==> src/rtl/usb_stuff_pkg.sv <==
package usb_stuff_pkg;
    localparam int ERR_CNT_W       = 2;
    localparam int STUFF_LIMIT_DEF = 6;

    typedef logic [ERR_CNT_W-1:0] errs_t;

    typedef struct packed {
        errs_t errs;
        logic  active;
        logic  stalled;
    } td_state_t;

    function automatic logic last_try(errs_t c);
        return c == errs_t'(1);
    endfunction
endpackage

==> src/rtl/ones_run_mon.sv <==
module ones_run_mon #(
    parameter int STUFF_LIMIT = usb_stuff_pkg::STUFF_LIMIT_DEF
) (
    input  logic clk,
    input  logic rst,
    input  logic rx_bit,
    input  logic rx_valid,
    input  logic pkt_active,
    output logic stuff_hit
);
    localparam int RUN_MAX = STUFF_LIMIT + 1;
    localparam int RUN_W   = $clog2(RUN_MAX + 1);

    logic [RUN_W-1:0] run;
    logic             flagged;

    assign stuff_hit = pkt_active && rx_valid && rx_bit && !flagged
                       && (run == RUN_W'(STUFF_LIMIT));

    always_ff @(posedge clk) begin
        if (rst || !pkt_active) begin
            run     <= '0;
            flagged <= 1'b0;
        end else begin
            if (rx_valid) begin
                if (!rx_bit)
                    run <= '0;
                else if (run != RUN_W'(RUN_MAX))
                    run <= run + 1'b1;
            end
            if (stuff_hit)
                flagged <= 1'b1;
        end
    end
endmodule

==> src/rtl/td_err_track.sv <==
module td_err_track
    import usb_stuff_pkg::*;
(
    input  logic      clk,
    input  logic      rst,
    input  logic      desc_load,
    input  errs_t     ld_errs,
    input  logic      ld_active,
    input  logic      stuff_hit,
    output td_state_t td,
    output logic      retire
);
    logic charge;

    assign charge = stuff_hit && !desc_load && td.active && (td.errs != '0);
    assign retire = charge && last_try(td.errs);

    always_ff @(posedge clk) begin
        if (rst) begin
            td <= '0;
        end else if (desc_load) begin
            td.errs    <= ld_errs;
            td.active  <= ld_active;
            td.stalled <= 1'b0;
        end else if (charge) begin
            td.errs <= td.errs - 1'b1;
            if (retire) begin
                td.active  <= 1'b0;
                td.stalled <= 1'b1;
            end
        end
    end
endmodule

==> src/rtl/frame_irq_gate.sv <==
module frame_irq_gate (
    input  logic clk,
    input  logic rst,
    input  logic retire,
    input  logic frame_end,
    input  logic sts_clr,
    output logic err_sts,
    output logic irq
);
    logic pend;

    always_ff @(posedge clk) begin
        if (rst) begin
            pend    <= 1'b0;
            err_sts <= 1'b0;
        end else begin
            if (frame_end) begin
                pend <= 1'b0;
                if (pend || retire)
                    err_sts <= 1'b1;
                else if (sts_clr)
                    err_sts <= 1'b0;
            end else begin
                if (retire)
                    pend <= 1'b1;
                if (sts_clr)
                    err_sts <= 1'b0;
            end
        end
    end

    assign irq = err_sts;
endmodule

==> src/rtl/usb_stuff_retry.sv <==
module usb_stuff_retry
    import usb_stuff_pkg::*;
#(
    parameter int STUFF_LIMIT = STUFF_LIMIT_DEF
) (
    input  logic                 clk,
    input  logic                 rst,
    input  logic                 rx_bit,
    input  logic                 rx_valid,
    input  logic                 pkt_active,
    input  logic                 desc_load,
    input  logic [ERR_CNT_W-1:0] ld_errs,
    input  logic                 ld_active,
    input  logic                 frame_end,
    input  logic                 sts_clr,
    output logic                 stuff_err,
    output logic [ERR_CNT_W-1:0] desc_errs,
    output logic                 desc_active,
    output logic                 desc_stalled,
    output logic                 err_sts,
    output logic                 irq
);
    logic      hit;
    logic      retire;
    td_state_t td;

    ones_run_mon #(.STUFF_LIMIT(STUFF_LIMIT)) u_run (
        .clk(clk), .rst(rst), .rx_bit(rx_bit), .rx_valid(rx_valid),
        .pkt_active(pkt_active), .stuff_hit(hit)
    );

    td_err_track u_td (
        .clk(clk), .rst(rst), .desc_load(desc_load), .ld_errs(ld_errs),
        .ld_active(ld_active), .stuff_hit(hit), .td(td), .retire(retire)
    );

    frame_irq_gate u_irq (
        .clk(clk), .rst(rst), .retire(retire), .frame_end(frame_end),
        .sts_clr(sts_clr), .err_sts(err_sts), .irq(irq)
    );

    always_ff @(posedge clk) begin
        if (rst) stuff_err <= 1'b0;
        else     stuff_err <= hit;
    end

    assign desc_errs    = td.errs;
    assign desc_active  = td.active;
    assign desc_stalled = td.stalled;
endmodule

==> config.mk <==
export PLATFORM = sky130hd
export DESIGN_NAME = usb_stuff_retry
export DESIGN_NICKNAME = d
export VERILOG_FILES = /design/src/rtl/usb_stuff_pkg.sv /design/src/rtl/ones_run_mon.sv /design/src/rtl/td_err_track.sv /design/src/rtl/frame_irq_gate.sv /design/src/rtl/usb_stuff_retry.sv
export SDC_FILE = /design/constraint.sdc
export NUM_CORES = 1
export LEC_CHECK = 0
export BUFFER_PORTS_ARGS = -buffer_cell sky130_fd_sc_hd__buf_2
export CORE_UTILIZATION = 35
export DETAILED_ROUTE_END_ITERATION = 8
export MAX_ROUTING_LAYER = met4
export PLACE_DENSITY_LB_ADDON = 0.12
export SKIP_LAST_GASP = 1
export SLEW_MARGIN = 25
export SYNTH_ARGS = -nofsm -noshare
export SYNTH_HDL_FRONTEND = slang
export SYNTH_SLANG_ARGS = --single-unit
==> constraint.sdc <==
create_clock -name clk -period 3.1 [get_ports clk]
set_clock_uncertainty 0.05 [all_clocks]
set_input_delay 0.31 -clock clk [delete_from_list [all_inputs] [get_ports clk]]
set_output_delay 0.31 -clock clk [all_outputs]
set_load 0.005 [all_outputs]
Word-level counts from Yosys, hierarchy flattened
Cells that the tools add are included.
Operators by class
  add/subtract/negate cells: 2
  equal/unequal tests: 4
  multiplexer cells: 8
  reductions and logical operators: 21
Operators by type and width (number)
  $logic_and A1 B1 Y1: 8
  $mux W4: 2
  $mux W3: 2
  $reduce_and A2 Y1: 3
  $reduce_bool A2 Y1: 3
  $reduce_or A2 Y1: 2
  $add A3 B1 Y3 const B: 1
  $eq A3 B3 Y1 const B: 1
  $logic_not A1 Y1: 3
  $mux W1: 3
  $ne A3 B3 Y1 const B: 1
  $eq A2 B1 Y1 const B: 1
  $logic_or A1 B1 Y1: 2
  $mux W2: 1
  $ne A2 B1 Y1 const B: 1
  $sub A2 B1 Y2 const B: 1
Storage, ports and cells
  register bits after elaboration: 11
  bits of input ports: 11
  output and inout bits: 7
  logic and storage cells: 43

Depth between registers and ports, before layout
Gate-level depths: netlist of run 1.
  word-level depth: 11
  depth in mapped cells: 5
  mapped depth without buffers: 5

Modules after synthesis
Synthesis of run 1 repeated with hierarchy kept, for this count alone.
Second synthesis, totals
  cell total of the unflattened synthesis: 55
  area total of the unflattened synthesis: 551.8 um^2
Modules (own cells, without submodules)
  ones_run_mon: instances 1, cells each 23, area each 229.0 um^2, sequential area each 80.1 um^2
  td_err_track: instances 1, cells each 22, area each 216.5 um^2, sequential area each 80.1 um^2
  frame_irq_gate: instances 1, cells each 8, area each 72.6 um^2, sequential area each 40.0 um^2
  usb_stuff_retry: instances 1, cells each 2, area each 33.8 um^2, sequential area each 20.0 um^2

Worst setup path before layout of run 1
Ideal clock, no wire load.
  kind: register -> register
  start: register u_td.td[2] (netlist name)
  end: register u_td.td[2] (netlist name)
  library setup time: 91 ps
  arrival: 1352 ps
  required time: 2959 ps
  setup slack: 1607 ps
  stages on the path, launching flop included: 6
  path buffers: 0
  period minus slack after synthesis: 1493 ps
  path through: dfxtp_1 > inv_1 > ha_1 > nand4b_1 > or3_1 > a311oi_1
Between the ends
  longest elaborated chain between the ends: 3
  elaborated cells on any way between the ends: 6
  those cells by class: 1 x add/sub; 2 x mux; 3 x reduce/logical
RTL lines (RTL line)
  $sub A2 B1 Y2 or $reduce_bool A2 Y1 (tied branches): td_err_track.sv:26, td_err_track.sv:15
  $mux W4 or $logic_and A1 B1 Y1 (tied branches): td_err_track.sv:25, td_err_track.sv:15
  $mux W4 or $reduce_bool A2 Y1 (tied branches)
Several ways; a longest one is shown, not always the timed one. The select of a mux whose other input is x is not followed.
A chain may end at the register's enable or synchronous reset.

Worst setup path in the final report of run 1
  start: register u_td.td[2] (netlist name)
  end: register u_td.td[2] (netlist name)
Between the ends
  longest elaborated chain between the ends: 3
  elaborated cells on any way between the ends: 6
  those cells by class: 1 x add/sub; 2 x mux; 3 x reduce/logical
RTL lines (RTL line)
  $sub A2 B1 Y2 or $reduce_bool A2 Y1 (tied branches): td_err_track.sv:26, td_err_track.sv:15
  $mux W4 or $logic_and A1 B1 Y1 (tied branches): td_err_track.sv:25, td_err_track.sv:15
  $mux W4 or $reduce_bool A2 Y1 (tied branches)
Several ways; a longest one is shown, not always the timed one. The select of a mux whose other input is x is not followed.

==> metrics.txt, run 1 <==
# TYPE chip_impl_metric gauge
chip_impl_metric{name="core_area",unit="µm²"} 1541
chip_impl_metric{name="vdd_drop_max",unit="V"} 0.0002529
chip_impl_metric{name="dpl.cell_count",unit=""} 92
chip_impl_info{name="worstHoldPathType",value="primary input to flip-flop"} 1
chip_impl_metric{name="chipWidth",unit="µm"} 42.90
chip_impl_metric{name="drtAntennaViolNets",unit=""} 0
chip_impl_metric{name="tritoncts.num_buffers",unit=""} 3
chip_impl_metric{name="drc_marker_count_from_the_first_detailed_route_iteration",unit=""} 3
chip_impl_metric{name="finalWorstSetupSlack",unit="ns"} 1.496
chip_impl_metric{name="initial_core_util",unit="%"} 37.99
chip_impl_metric{name="arrival",unit="ns"} 1.73
chip_impl_metric{name="crit_path_max_incr_delay",unit="ns"} 0.38
chip_impl_metric{name="grt_overflow_total",unit=""} 0
chip_impl_info{name="r2r_start",value="u_td.td[2]$_SDFFE_PP0P_"} 1
chip_impl_metric{name="finalCoreUtilization",unit="%"} 46.02
chip_impl_info{name="cts_tree",value="done"} 1
chip_impl_metric{name="finish.instance_area",unit="µm²"} 709.4
chip_impl_metric{name="hold_buffers",unit=""} 0
chip_impl_info{name="setup.worst_path.end_class",value="flip-flop"} 1
chip_impl_info{name="cts_root_buffer",value="sky130_fd_sc_hd__clkbuf_4"} 1
chip_impl_metric{name="r2r.worst_path.cells",unit=""} 5
chip_impl_metric{name="clockPowerShare",unit="%"} 35.4
chip_impl_metric{name="number_of_standard_cells_in_the_final_layout_excluding_fillers",unit=""} 96
chip_impl_metric{name="port_buffers",unit=""} 17
chip_impl_metric{name="drv_cap",unit=""} 0
chip_impl_info{name="crit_path_top_delay_cell",value="sky130_fd_sc_hd__dfxtp_1"} 1
chip_impl_info{name="commonest_cells_post_synth",value="sky130_fd_sc_hd__dfxtp_1 (11), sky130_fd_sc_hd__ha_1 (5), sky130_fd_sc_hd__inv_1 (5), sky130_fd_sc_hd__nand2_1 (5), sky130_fd_sc_hd__or3_1 (4)"} 1
chip_impl_metric{name="ys_warn_count",unit=""} 0
chip_impl_metric{name="holdPathStages",unit=""} 3
chip_impl_metric{name="track_usage",unit="%"} 15.00
chip_impl_info{name="post-synth-top-area-cell",value="sky130_fd_sc_hd__dfxtp_1"} 1
chip_impl_metric{name="critical_path_required",unit="ns"} 3.23
chip_impl_metric{name="gp_congestion",unit=""} 0.8636
chip_impl_info{name="min_to",value="u_td.td[1]$_SDFFE_PP0P_"} 1
chip_impl_metric{name="synth_nets",unit=""} 76
chip_impl_metric{name="place_hpwl",unit="µm"} 877.2
chip_impl_info{name="rr_endpoint",value="u_td.td[2]$_SDFFE_PP0P_"} 1
chip_impl_metric{name="synth.avg_cell_area",unit="µm²"} 9.759
chip_impl_metric{name="switching_power",unit="W"} 0.00006408
chip_impl_metric{name="yosysTopAreaCellShare",unit="%"} 37.61
chip_impl_info{name="hp-start",value="ld_active"} 1
chip_impl_metric{name="firstDrtPassIters",unit=""} 4
chip_impl_info{name="crit_path_cell_trace",value="inv_1 -> ha_1 -> nand4b_1 -> or3_1 -> a311oi_1"} 1
chip_impl_metric{name="min_period_over_period",unit="%"} 51.76
chip_impl_metric{name="grt_start_max_net_pins",unit=""} 10
chip_impl_metric{name="synth.cell_area",unit="µm²"} 585.6
chip_impl_metric{name="antenna_cells",unit=""} 0
chip_impl_metric{name="final_layout_size_suffix_gt1_share",unit="%"} 32.50
chip_impl_info{name="rsz0062_at_grt",value="no"} 1
chip_impl_info{name="critical_path.startpoint_type",value="flip-flop"} 1
chip_impl_metric{name="timing.final.max_slew_violations",unit=""} 0
chip_impl_metric{name="layout-area-overhead-vs-synth",unit="%"} 21.15
chip_impl_metric{name="clkSlewWorstSetupHoldPaths",unit="ns"} 0.07
chip_impl_metric{name="post_synth_inst_count",unit=""} 60
chip_impl_metric{name="total_negative_slack",unit="ns"} 0
chip_impl_metric{name="cell_internal_pwr",unit="W"} 0.0002079
chip_impl_metric{name="ys_seq_elements",unit=""} 11
chip_impl_metric{name="critical_path.max_fanout",unit=""} 5
chip_impl_metric{name="worst-r2r-setup-slack",unit="ns"} 1.50
chip_impl_info{name="cp_top_family",value="simple AND/OR/NAND/NOR gates"} 1
chip_impl_metric{name="detail_route.wirelength",unit="µm"} 1124
chip_impl_metric{name="first_global_vias",unit=""} 461
chip_impl_metric{name="placedInstanceArea",unit="µm²"} 683.2
chip_impl_metric{name="die_height",unit="µm"} 42.90
chip_impl_metric{name="max_slew_margin",unit="%"} 81.60
chip_impl_metric{name="pwr-share-comb",unit="%"} 10.7
chip_impl_metric{name="detail_route.wl_per_cell",unit="µm"} 11.71
chip_impl_metric{name="net_count_of_the_finished_layout",unit=""} 97
chip_impl_metric{name="synthArstFlopShare",unit="%"} 0
chip_impl_metric{name="fillerInstances",unit=""} 166
chip_impl_metric{name="worstMarginPinSlew",unit="ns"} 0.2739
chip_impl_metric{name="dr_total_vias",unit=""} 488
chip_impl_metric{name="critical_path.n_buffers_inverters",unit=""} 1
chip_impl_metric{name="grt_first_pass_wirelength",unit="µm"} 1945
chip_impl_metric{name="power_density",unit="nW/µm²"} 383.4
chip_impl_metric{name="post_cts_setup_bufs",unit=""} 0
chip_impl_metric{name="io_pins",unit=""} 18
chip_impl_metric{name="number_of_synthesized_flops_with_an_enable_pin",unit=""} 0
chip_impl_metric{name="netSwitchingFraction",unit="%"} 23.56
chip_impl_metric{name="drc_markers",unit=""} 0
chip_impl_metric{name="post_cts.resized_instances",unit=""} 0
chip_impl_info{name="run_status",value="finished clean"} 1
chip_impl_metric{name="die_area",unit="µm²"} 1840
chip_impl_metric{name="finalSetupViolCount",unit=""} 0
chip_impl_metric{name="clkLatencyLatePin",unit="ns"} 0.26
chip_impl_metric{name="ys_types",unit=""} 25
chip_impl_metric{name="fmax",unit="MHz"} 623.3
chip_impl_info{name="worst_setup_path_class",value="flip-flop to flip-flop"} 1
chip_impl_info{name="synth.most_common_cell",value="sky130_fd_sc_hd__dfxtp_1"} 1
chip_impl_metric{name="initial_antenna_violation_count",unit=""} 0
chip_impl_metric{name="layout_min_cycle_time",unit="ns"} 1.604
chip_impl_metric{name="ctsLongestPathBuffers",unit=""} 2
chip_impl_metric{name="row_count",unit=""} 14
chip_impl_metric{name="leakage",unit="nW"} 0.3575
chip_impl_metric{name="vias_per_std_cell",unit=""} 5.083
chip_impl_info{name="netlist_top_cells_area",value="sky130_fd_sc_hd__dfxtp_1 (38%), sky130_fd_sc_hd__ha_1 (11%), sky130_fd_sc_hd__or3_1 (4.3%), sky130_fd_sc_hd__nand4b_4 (4.1%), sky130_fd_sc_hd__nor4_4 (3.6%)"} 1
chip_impl_metric{name="seq_area_frac_synth",unit="%"} 37.61
chip_impl_metric{name="power.share.sequential",unit="%"} 53.9
chip_impl_info{name="synthFlopType",value="sky130_fd_sc_hd__dfxtp_1"} 1
chip_impl_metric{name="htree_levels",unit=""} 1
chip_impl_metric{name="preCtsSetupSlack",unit="ns"} 1.521
chip_impl_metric{name="tritoncts_num_sinks",unit=""} 11
chip_impl_metric{name="hold_violations",unit=""} 0
area by class of cell:
| cell class | count | area, µm² | share of cell area (%) |
|---|---|---|---|
| Clock buffer | 4 | 26.28 | 3.704 |
| Inverter | 5 | 18.77 | 2.646 |
| Multi-Input combinational cell | 43 | 339.1 | 47.80 |
| Sequential cell | 11 | 220.2 | 31.04 |
| Tap cell | 16 | 20.02 | 2.822 |
| Timing Repair Buffer | 17 | 85.08 | 11.99 |
logic make-up after synthesis:
logic type	after synthesis	share of synthesized area (%)
adders and majority gates	5	10.68
DFF	11	37.61
buffers and inverters	6	4.488
and+or+nand+nor	24	29.06
AOI/OAI and AO/OA	14	18.16
cells in the final DEF (no fill, tap or decap), types with 2 or more instances in the layout:
cell / instances
sky130_fd_sc_hd__a21oi_1: 3
sky130_fd_sc_hd__and2b_1: 2
sky130_fd_sc_hd__buf_2: 17
sky130_fd_sc_hd__clkbuf_4: 3
sky130_fd_sc_hd__dfxtp_1: 11
sky130_fd_sc_hd__ha_1: 5
sky130_fd_sc_hd__inv_1: 5
sky130_fd_sc_hd__nand2_1: 5
sky130_fd_sc_hd__nand4b_1: 2
sky130_fd_sc_hd__nor2_1: 3
sky130_fd_sc_hd__nor3_1: 3
sky130_fd_sc_hd__o21ai_0: 2
sky130_fd_sc_hd__o21ba_2: 2
sky130_fd_sc_hd__or3_1: 4
power by group through the flow:
stage | Sequential (W) | Clock (W) | Combinational [W]
global placement | 0.000150 | 0 | 0.0000292
floorplan | 0.000150 | 0 | 0.0000141
CTS | 0.000147 | 0.000103 | 0.0000296
finish | 0.000147 | 0.0000963 | 0.0000292
detailed placement | 0.000150 | 0 | 0.0000295
global route | 0.000147 | 0.000110 | 0.0000331
worst register-to-register path, delay by kind of cell (launching register included):
family | cells | cell delay [ns]
buffers and inverters | 1 | 0.06
flip-flops | 1 | 0.38
adder cells (fa/ha/maj) | 1 | 0.19
AND/OR/NAND/NOR | 2 | 0.59
AO/OA/AOI/OAI | 1 | 0.25
per-layer routing:
layer / vias up / global-route usage (%) / routed length, µm
met3: 2 / 3.830 / 43
li1: 258 / - / -
met5: - / - / 0
met2: 11 / 21.52 / 490
met1: 217 / 18.59 / 579
met4: 0 / 9.375 / 10
how the worst max path moves through the flow:
stage | startpoint | to | slack, ns | cells after the start
2_1_floorplan | u_td.td[2]$_SDFFE_PP0P_ | u_td.td[2]$_SDFFE_PP0P_ | 1.61 | 5
3_3_place_gp | u_td.td[2]$_SDFFE_PP0P_ | u_td.td[2]$_SDFFE_PP0P_ | 1.56 | 5
3_5_place_dp | u_td.td[2]$_SDFFE_PP0P_ | u_td.td[2]$_SDFFE_PP0P_ | 1.52 | 5
4_1_cts | u_td.td[2]$_SDFFE_PP0P_ | u_td.td[2]$_SDFFE_PP0P_ | 1.48 | 5
5_1_grt | u_td.td[2]$_SDFFE_PP0P_ | u_td.td[2]$_SDFFE_PP0P_ | 1.39 | 5
6_report | u_td.td[2]$_SDFFE_PP0P_ | u_td.td[2]$_SDFFE_PP0P_ | 1.50 | 5
sequential cells by signal (all words and copies together) (netlist names):
| register | flops |
|---|---|
| stuff_err | 1 |
| u_irq.err_sts | 1 |
| u_td.td | 4 |
| u_run.flagged | 1 |
| u_irq.pend | 1 |
| u_run.run | 3 |
metrics by stage:
step | hold slack [ns] | power, W
finish | 0.1992 | 0.0002720
global route | 0.1957 | 0.0002897
CTS | 0.1940 | 0.0002796
detailed placement | 0.3894 | 0.0001794
global placement | 0.3849 | 0.0001790
floorplan | 0.3321 | 0.0001639
No activity file was read; power rests on OpenSTA's default activity.
==> inputs of run 2 (changes only) <==
==> constraint.sdc (replaced) <==
create_clock -name clk -period 1.47 [get_ports clk]
set_clock_uncertainty 0.05 [all_clocks]
set_input_delay 0.147 -clock clk [delete_from_list [all_inputs] [get_ports clk]]
set_output_delay 0.147 -clock clk [all_outputs]
set_load 0.005 [all_outputs]
==> metrics.txt, run 2 (synthesis gave the netlist of run 1 again) <==
# TYPE chip_impl_metric gauge
chip_impl_metric{name="die_height",unit="µm"} 42.90
chip_impl_metric{name="total_negative_slack",unit="ns"} 0
chip_impl_metric{name="tritoncts.num_buffers",unit=""} 3
chip_impl_metric{name="drv_cap",unit=""} 0
chip_impl_metric{name="antenna_cells",unit=""} 0
chip_impl_metric{name="hold_violations",unit=""} 0
chip_impl_metric{name="initial_core_util",unit="%"} 37.99
chip_impl_info{name="layout.cells.most_common",value="sky130_fd_sc_hd__buf_2"} 1
chip_impl_metric{name="critical_path_required",unit="ns"} 1.58
chip_impl_metric{name="initial_antenna_violation_count",unit=""} 0
chip_impl_info{name="cp_top_family",value="simple AND/OR/NAND/NOR gates"} 1
chip_impl_metric{name="core_area",unit="µm²"} 1541
chip_impl_metric{name="detail_route.wl_per_cell",unit="µm"} 10.92
chip_impl_metric{name="row_count",unit=""} 14
chip_impl_info{name="rsz0062_at_grt",value="yes"} 1
chip_impl_metric{name="clkSlewWorstSetupHoldPaths",unit="ns"} 0.07
chip_impl_metric{name="vdd_drop_max",unit="V"} 0.0007025
chip_impl_metric{name="met3_length",unit="µm"} 55
chip_impl_metric{name="final_layout_size_suffix_gt1_share",unit="%"} 41.18
chip_impl_metric{name="port_buffers",unit=""} 17
chip_impl_metric{name="leakage",unit="nW"} 0.3805
chip_impl_metric{name="worst-r2r-setup-slack",unit="ns"} 0.03
chip_impl_metric{name="finalCoreUtilization",unit="%"} 48.78
chip_impl_metric{name="track_usage",unit="%"} 14.20
chip_impl_info{name="top_routing_layer_in_use",value="met4"} 1
chip_impl_metric{name="worstMarginPinSlew",unit="ns"} 0.2552
chip_impl_metric{name="chipWidth",unit="µm"} 42.90
chip_impl_metric{name="grt_first_pass_wirelength",unit="µm"} 1883
chip_impl_metric{name="die_area",unit="µm²"} 1840
chip_impl_metric{name="layout_min_cycle_time",unit="ns"} 1.439
chip_impl_info{name="crit_path_cell_trace",value="inv_1 -> ha_1 -> nand4b_4 -> or3_1 -> a311oi_1"} 1
chip_impl_metric{name="dr_total_vias",unit=""} 497
chip_impl_metric{name="detail_route.wirelength",unit="µm"} 1103
chip_impl_metric{name="drc_markers",unit=""} 0
chip_impl_metric{name="crit_path_max_incr_delay",unit="ns"} 0.37
chip_impl_metric{name="critical_path.max_fanout",unit=""} 7
chip_impl_metric{name="finalHoldWorstSlack",unit="ns"} 0.05241
chip_impl_info{name="run_status",value="finished clean"} 1
chip_impl_metric{name="timing.final.max_slew_violations",unit=""} 0
chip_impl_info{name="critical_path.startpoint_type",value="flip-flop"} 1
chip_impl_info{name="most-common-layout-cells",value="sky130_fd_sc_hd__buf_2 (17), sky130_fd_sc_hd__dfxtp_1 (9), sky130_fd_sc_hd__nand2_1 (5), sky130_fd_sc_hd__buf_4 (5)"} 1
chip_impl_metric{name="io_pins",unit=""} 18
chip_impl_metric{name="max_slew_margin",unit="%"} 82.86
chip_impl_metric{name="ctsLongestPathBuffers",unit=""} 2
chip_impl_metric{name="htree_levels",unit=""} 1
chip_impl_metric{name="grt_start_max_net_pins",unit=""} 8
chip_impl_metric{name="grt_overflow_total",unit=""} 0
chip_impl_info{name="worstHoldPathType",value="primary input to flip-flop"} 1
chip_impl_metric{name="arrival",unit="ns"} 1.55
chip_impl_info{name="cts_root_buffer",value="sky130_fd_sc_hd__clkbuf_4"} 1
chip_impl_metric{name="largest_reg_flops",unit=""} 4
chip_impl_metric{name="layout-area-overhead-vs-synth",unit="%"} 28.42
chip_impl_metric{name="gp_congestion",unit=""} 0.7930
chip_impl_metric{name="tritoncts_num_sinks",unit=""} 11
chip_impl_metric{name="first_global_vias",unit=""} 469
chip_impl_metric{name="drtAntennaViolNets",unit=""} 0
chip_impl_metric{name="fmax",unit="MHz"} 694.8
chip_impl_metric{name="power_density",unit="nW/µm²"} 767.4
chip_impl_metric{name="place_hpwl",unit="µm"} 889
chip_impl_info{name="crit_path_top_delay_cell",value="sky130_fd_sc_hd__or3_1"} 1
chip_impl_metric{name="met2_wirelength",unit="µm"} 458
chip_impl_metric{name="net_count_of_the_finished_layout",unit=""} 102
chip_impl_info{name="cts_tree",value="done"} 1
chip_impl_metric{name="drc_marker_count_from_the_first_detailed_route_iteration",unit=""} 11
chip_impl_info{name="reg_top3",value="u_td.td (4), u_run.run (3)"} 1
chip_impl_info{name="worst_setup_path_class",value="flip-flop to flip-flop"} 1
chip_impl_info{name="max_flop_register",value="u_td.td"} 1
chip_impl_metric{name="total_power",unit="W"} 0.0005771
chip_impl_metric{name="placedInstanceArea",unit="µm²"} 714.4
chip_impl_metric{name="finalSetupViolCount",unit=""} 0
chip_impl_metric{name="wl_met1",unit="µm"} 575
chip_impl_metric{name="finish.instance_area",unit="µm²"} 752.0
chip_impl_metric{name="min_period_over_period",unit="%"} 97.90
chip_impl_metric{name="vias_per_std_cell",unit=""} 4.921
chip_impl_metric{name="clkLatencyLatePin",unit="ns"} 0.26
chip_impl_info{name="setup.worst_path.end_class",value="flip-flop"} 1
chip_impl_metric{name="critical_path.n_buffers_inverters",unit=""} 1
chip_impl_metric{name="firstDrtPassIters",unit=""} 4
==> run 2: changes by cell type in the layout (fill, tap and decap cells not counted) <==
| cell | delta |
|---|---|
| sky130_fd_sc_hd__buf_4 | +5 |
| sky130_fd_sc_hd__dfxtp_1 | -2 |
| sky130_fd_sc_hd__dfxtp_2 | +2 |
| sky130_fd_sc_hd__ha_1 | -1 |
| sky130_fd_sc_hd__ha_2 | +1 |
| sky130_fd_sc_hd__inv_1 | -1 |
| sky130_fd_sc_hd__inv_2 | +1 |
==> run 2: report_power, final <==
part,switching (W),internal (W),total [W]
combinational,0.0000357,0.0000366,0.0000723
clock,0.0000910,0.000105,0.000196
sequential,0.00000427,0.000305,0.000309
==> run 2: path summary, 6_finish.rpt <==
| check | depth (start not counted) | to | startpoint |
|---|---|---|---|
| worst max-delay path | 5 | u_td.td[2]$_SDFFE_PP0P_ | u_run.run[0]$_SDFFE_PP0P_ |
| worst min register to register | 1 | u_td.td[0]$_SDFFE_PP0P_ | u_td.td[0]$_SDFFE_PP0P_ |
| worst min-delay path | 3 | u_td.td[1]$_SDFFE_PP0P_ | ld_active |
| worst max register to register | 5 | u_td.td[2]$_SDFFE_PP0P_ | u_run.run[0]$_SDFFE_PP0P_ |
==> run 2: timing repair <==
item,CTS,global route
endpoints found under the setup margin,2,3
resized for setup,1,2
setup buffers,1,0
hold buffers,0,0
pin swaps,1,2
==> run 2: cell type report <==
cell class                      count  area [µm²]
Clock buffer                        4       26.28
Fill cell                         159       789.5
Inverter                            5       18.77
Multi-Input combinational cell     43       341.6
Sequential cell                    11       222.7
Tap cell                           16       20.02
Timing Repair Buffer               22       122.6
==> run 2: layer usage <==
metal	global-route usage [%]	vias to the layer above
li1	-	263
met1	17.85	219
met2	20.61	13
met3	5.106	2
met4	5.625	0
met5	-	-
==> run 2: through the flow <==
step           worst slack, ns  std cells
4_1_cts               0.001833        101
2_1_floorplan         0.005290         60
3_3_place_gp          -0.01434         96
6_report               0.03082        101
5_1_grt               -0.06566        101
3_5_place_dp          -0.07635         96
==> run 2: worst min-delay path, delay by kind of cell <==
family / cells / cell delay, ns
AO/OA/AOI/OAI: 1 / 0.06
buffers and inverters: 1 / 0.08
AND/OR/NAND/NOR: 1 / 0.04
==> inputs of run 3 (changes only) <==
==> constraint.sdc (replaced) <==
create_clock -name clk -period 1.67 [get_ports clk]
set_clock_uncertainty 0.05 [all_clocks]
set_input_delay 0.167 -clock clk [delete_from_list [all_inputs] [get_ports clk]]
set_output_delay 0.167 -clock clk [all_outputs]
set_load 0.005 [all_outputs]
==> metrics.txt, run 3 (synthesis gave the netlist of run 1 again) <==
# TYPE chip_impl_metric gauge
chip_impl_metric{name="largest_reg_flops",unit=""} 4
chip_impl_info{name="most-common-layout-cells",value="sky130_fd_sc_hd__buf_2 (17), sky130_fd_sc_hd__dfxtp_1 (11), sky130_fd_sc_hd__inv_1 (5), sky130_fd_sc_hd__nand2_1 (5), sky130_fd_sc_hd__ha_1 (5)"} 1
chip_impl_metric{name="clkSlewWorstSetupHoldPaths",unit="ns"} 0.07
chip_impl_metric{name="net_count_of_the_finished_layout",unit=""} 98
chip_impl_metric{name="drtAntennaViolNets",unit=""} 0
chip_impl_metric{name="multi_input_area",unit="µm²"} 339.1
chip_impl_metric{name="total_negative_slack",unit="ns"} 0
chip_impl_metric{name="met2_wirelength",unit="µm"} 495
chip_impl_metric{name="track_usage",unit="%"} 15.00
chip_impl_metric{name="die_height",unit="µm"} 42.90
chip_impl_metric{name="finalWorstSetupSlack",unit="ns"} 0.09516
chip_impl_metric{name="leakage",unit="nW"} 0.3617
chip_impl_info{name="run_status",value="finished clean"} 1
chip_impl_info{name="rsz0062_at_grt",value="no"} 1
chip_impl_metric{name="post_cts_setup_bufs",unit=""} 0
chip_impl_info{name="critical_path.startpoint_type",value="flip-flop"} 1
chip_impl_metric{name="hold_buffers",unit=""} 0
chip_impl_info{name="worstHoldPathType",value="primary input to flip-flop"} 1
chip_impl_metric{name="wl_met1",unit="µm"} 569
chip_impl_metric{name="core_area",unit="µm²"} 1541
chip_impl_metric{name="drc_markers",unit=""} 0
chip_impl_metric{name="timing.final.max_slew_violations",unit=""} 0
chip_impl_metric{name="antenna_cells",unit=""} 0
chip_impl_info{name="worst_setup_path_class",value="flip-flop to flip-flop"} 1
chip_impl_metric{name="hold_violations",unit=""} 0
chip_impl_metric{name="worstMarginPinSlew",unit="ns"} 0.2740
chip_impl_metric{name="ctsLongestPathBuffers",unit=""} 2
chip_impl_metric{name="initial_antenna_violation_count",unit=""} 0
chip_impl_metric{name="arrival",unit="ns"} 1.70
chip_impl_metric{name="gp_congestion",unit=""} 0.8637
chip_impl_metric{name="ff_latch_area",unit="µm²"} 220.2
chip_impl_metric{name="place_hpwl",unit="µm"} 877.2
chip_impl_metric{name="io_pins",unit=""} 18
chip_impl_metric{name="chipWidth",unit="µm"} 42.90
chip_impl_metric{name="critical_path.max_fanout",unit=""} 5
chip_impl_metric{name="layout-area-overhead-vs-synth",unit="%"} 22.44
chip_impl_metric{name="tritoncts_num_sinks",unit=""} 11
chip_impl_metric{name="layout_min_cycle_time",unit="ns"} 1.575
chip_impl_metric{name="finalSetupViolCount",unit=""} 0
chip_impl_metric{name="finalCoreUtilization",unit="%"} 46.51
chip_impl_metric{name="drv_cap",unit=""} 0
chip_impl_info{name="setup.worst_path.end_class",value="flip-flop"} 1
chip_impl_metric{name="placedInstanceArea",unit="µm²"} 683.2
chip_impl_info{name="top_routing_layer_in_use",value="met4"} 1
chip_impl_metric{name="vias_per_std_cell",unit=""} 5.093
chip_impl_metric{name="vdd_drop_max",unit="V"} 0.0004696
chip_impl_metric{name="finish.instance_area",unit="µm²"} 716.9
chip_impl_metric{name="detail_route.wl_per_cell",unit="µm"} 11.73
chip_impl_metric{name="row_count",unit=""} 14
chip_impl_metric{name="power_density",unit="nW/µm²"} 706.7
chip_impl_metric{name="post_cts.resized_instances",unit=""} 0
chip_impl_metric{name="preCtsSetupSlack",unit="ns"} 0.09067
chip_impl_metric{name="grt_first_pass_wirelength",unit="µm"} 1945
chip_impl_metric{name="final_layout_size_suffix_gt1_share",unit="%"} 33.33
chip_impl_metric{name="first_global_vias",unit=""} 461
chip_impl_info{name="cts_root_buffer",value="sky130_fd_sc_hd__clkbuf_4"} 1
chip_impl_metric{name="max_slew_margin",unit="%"} 81.60
chip_impl_metric{name="port_buffers",unit=""} 17
chip_impl_info{name="max_flop_register",value="u_td.td"} 1
chip_impl_info{name="reg_top3",value="u_td.td (4), u_run.run (3)"} 1
chip_impl_metric{name="tritoncts.num_buffers",unit=""} 3
chip_impl_metric{name="htree_levels",unit=""} 1
chip_impl_metric{name="grt_start_max_net_pins",unit=""} 10
chip_impl_metric{name="grt_overflow_total",unit=""} 0
chip_impl_metric{name="clkLatencyLatePin",unit="ns"} 0.26
chip_impl_metric{name="min_period_over_period",unit="%"} 94.30
chip_impl_metric{name="critical_path_required",unit="ns"} 1.80
chip_impl_metric{name="initial_core_util",unit="%"} 37.99
chip_impl_metric{name="firstDrtPassIters",unit=""} 4
chip_impl_metric{name="fmax",unit="MHz"} 635.0
chip_impl_metric{name="fillerInstances",unit=""} 170
chip_impl_metric{name="detail_route.wirelength",unit="µm"} 1138
chip_impl_info{name="layout.cells.most_common",value="sky130_fd_sc_hd__buf_2"} 1
chip_impl_metric{name="drc_marker_count_from_the_first_detailed_route_iteration",unit=""} 3
chip_impl_metric{name="die_area",unit="µm²"} 1840
chip_impl_metric{name="dr_total_vias",unit=""} 494
chip_impl_info{name="cts_tree",value="done"} 1
chip_impl_metric{name="met3_length",unit="µm"} 58
[run 3: critical path: stages (launching register included)]
cell and delay (ns):
sky130_fd_sc_hd__dfxtp_1 0.38, sky130_fd_sc_hd__inv_1 0.06, sky130_fd_sc_hd__ha_1 0.19, sky130_fd_sc_hd__nand4b_1 0.22, sky130_fd_sc_hd__or3_1 0.34, sky130_fd_sc_hd__a311oi_1 0.25
[run 3: stage by stage]
stage | power (W) | hold WS (ns) | instances
final | 0.0005066 | 0.05468 | 97
after global routing | 0.0005390 | 0.05166 | 97
after CTS | 0.0005190 | 0.05099 | 96
after detailed placement | 0.0003330 | 0.3285 | 92
after global placement | 0.0003323 | 0.3290 | 92
after floorplan | 0.0003043 | 0.1891 | 60
[run 3: path summary, 6_finish.rpt]
kind,startpoint,endpoint,slack [ns],cells after the start
setup / recovery,u_td.td[2]$_SDFFE_PP0P_,u_td.td[2]$_SDFFE_PP0P_,0.1,5
hold / removal,ld_active,u_td.td[1]$_SDFFE_PP0P_,0.05,3
setup reg to reg,u_td.td[2]$_SDFFE_PP0P_,u_td.td[2]$_SDFFE_PP0P_,0.1,5
hold reg to reg,u_td.td[0]$_SDFFE_PP0P_,u_td.td[0]$_SDFFE_PP0P_,0.40,1
[run 3: layout make-up]
| cell class | count | share of cell area (%) |
|---|---|---|
| Tap cell | 16 | 2.792 |
| Clock buffer | 4 | 3.665 |
| Timing Repair Buffer | 18 | 12.91 |
| Inverter | 5 | 2.618 |
| Sequential cell | 11 | 30.72 |
| Multi-Input combinational cell | 43 | 47.29 |
[run 3: layer usage]
layer  vias up  GRT usage (%)
met5         -              -
met4         0          9.375
met3         2          3.830
met2        13          21.52
met1       220          18.59
li1        259              -
[run 3: power by group]
group / total (W) / internal, W / leakage [nW] / switching, W
clock: 0.000180 / 0.0000922 / 0.0150 / 0.0000878
sequential: 0.000272 / 0.000267 / 0.0893 / 0.00000447
combinational: 0.0000546 / 0.0000266 / 0.257 / 0.0000281
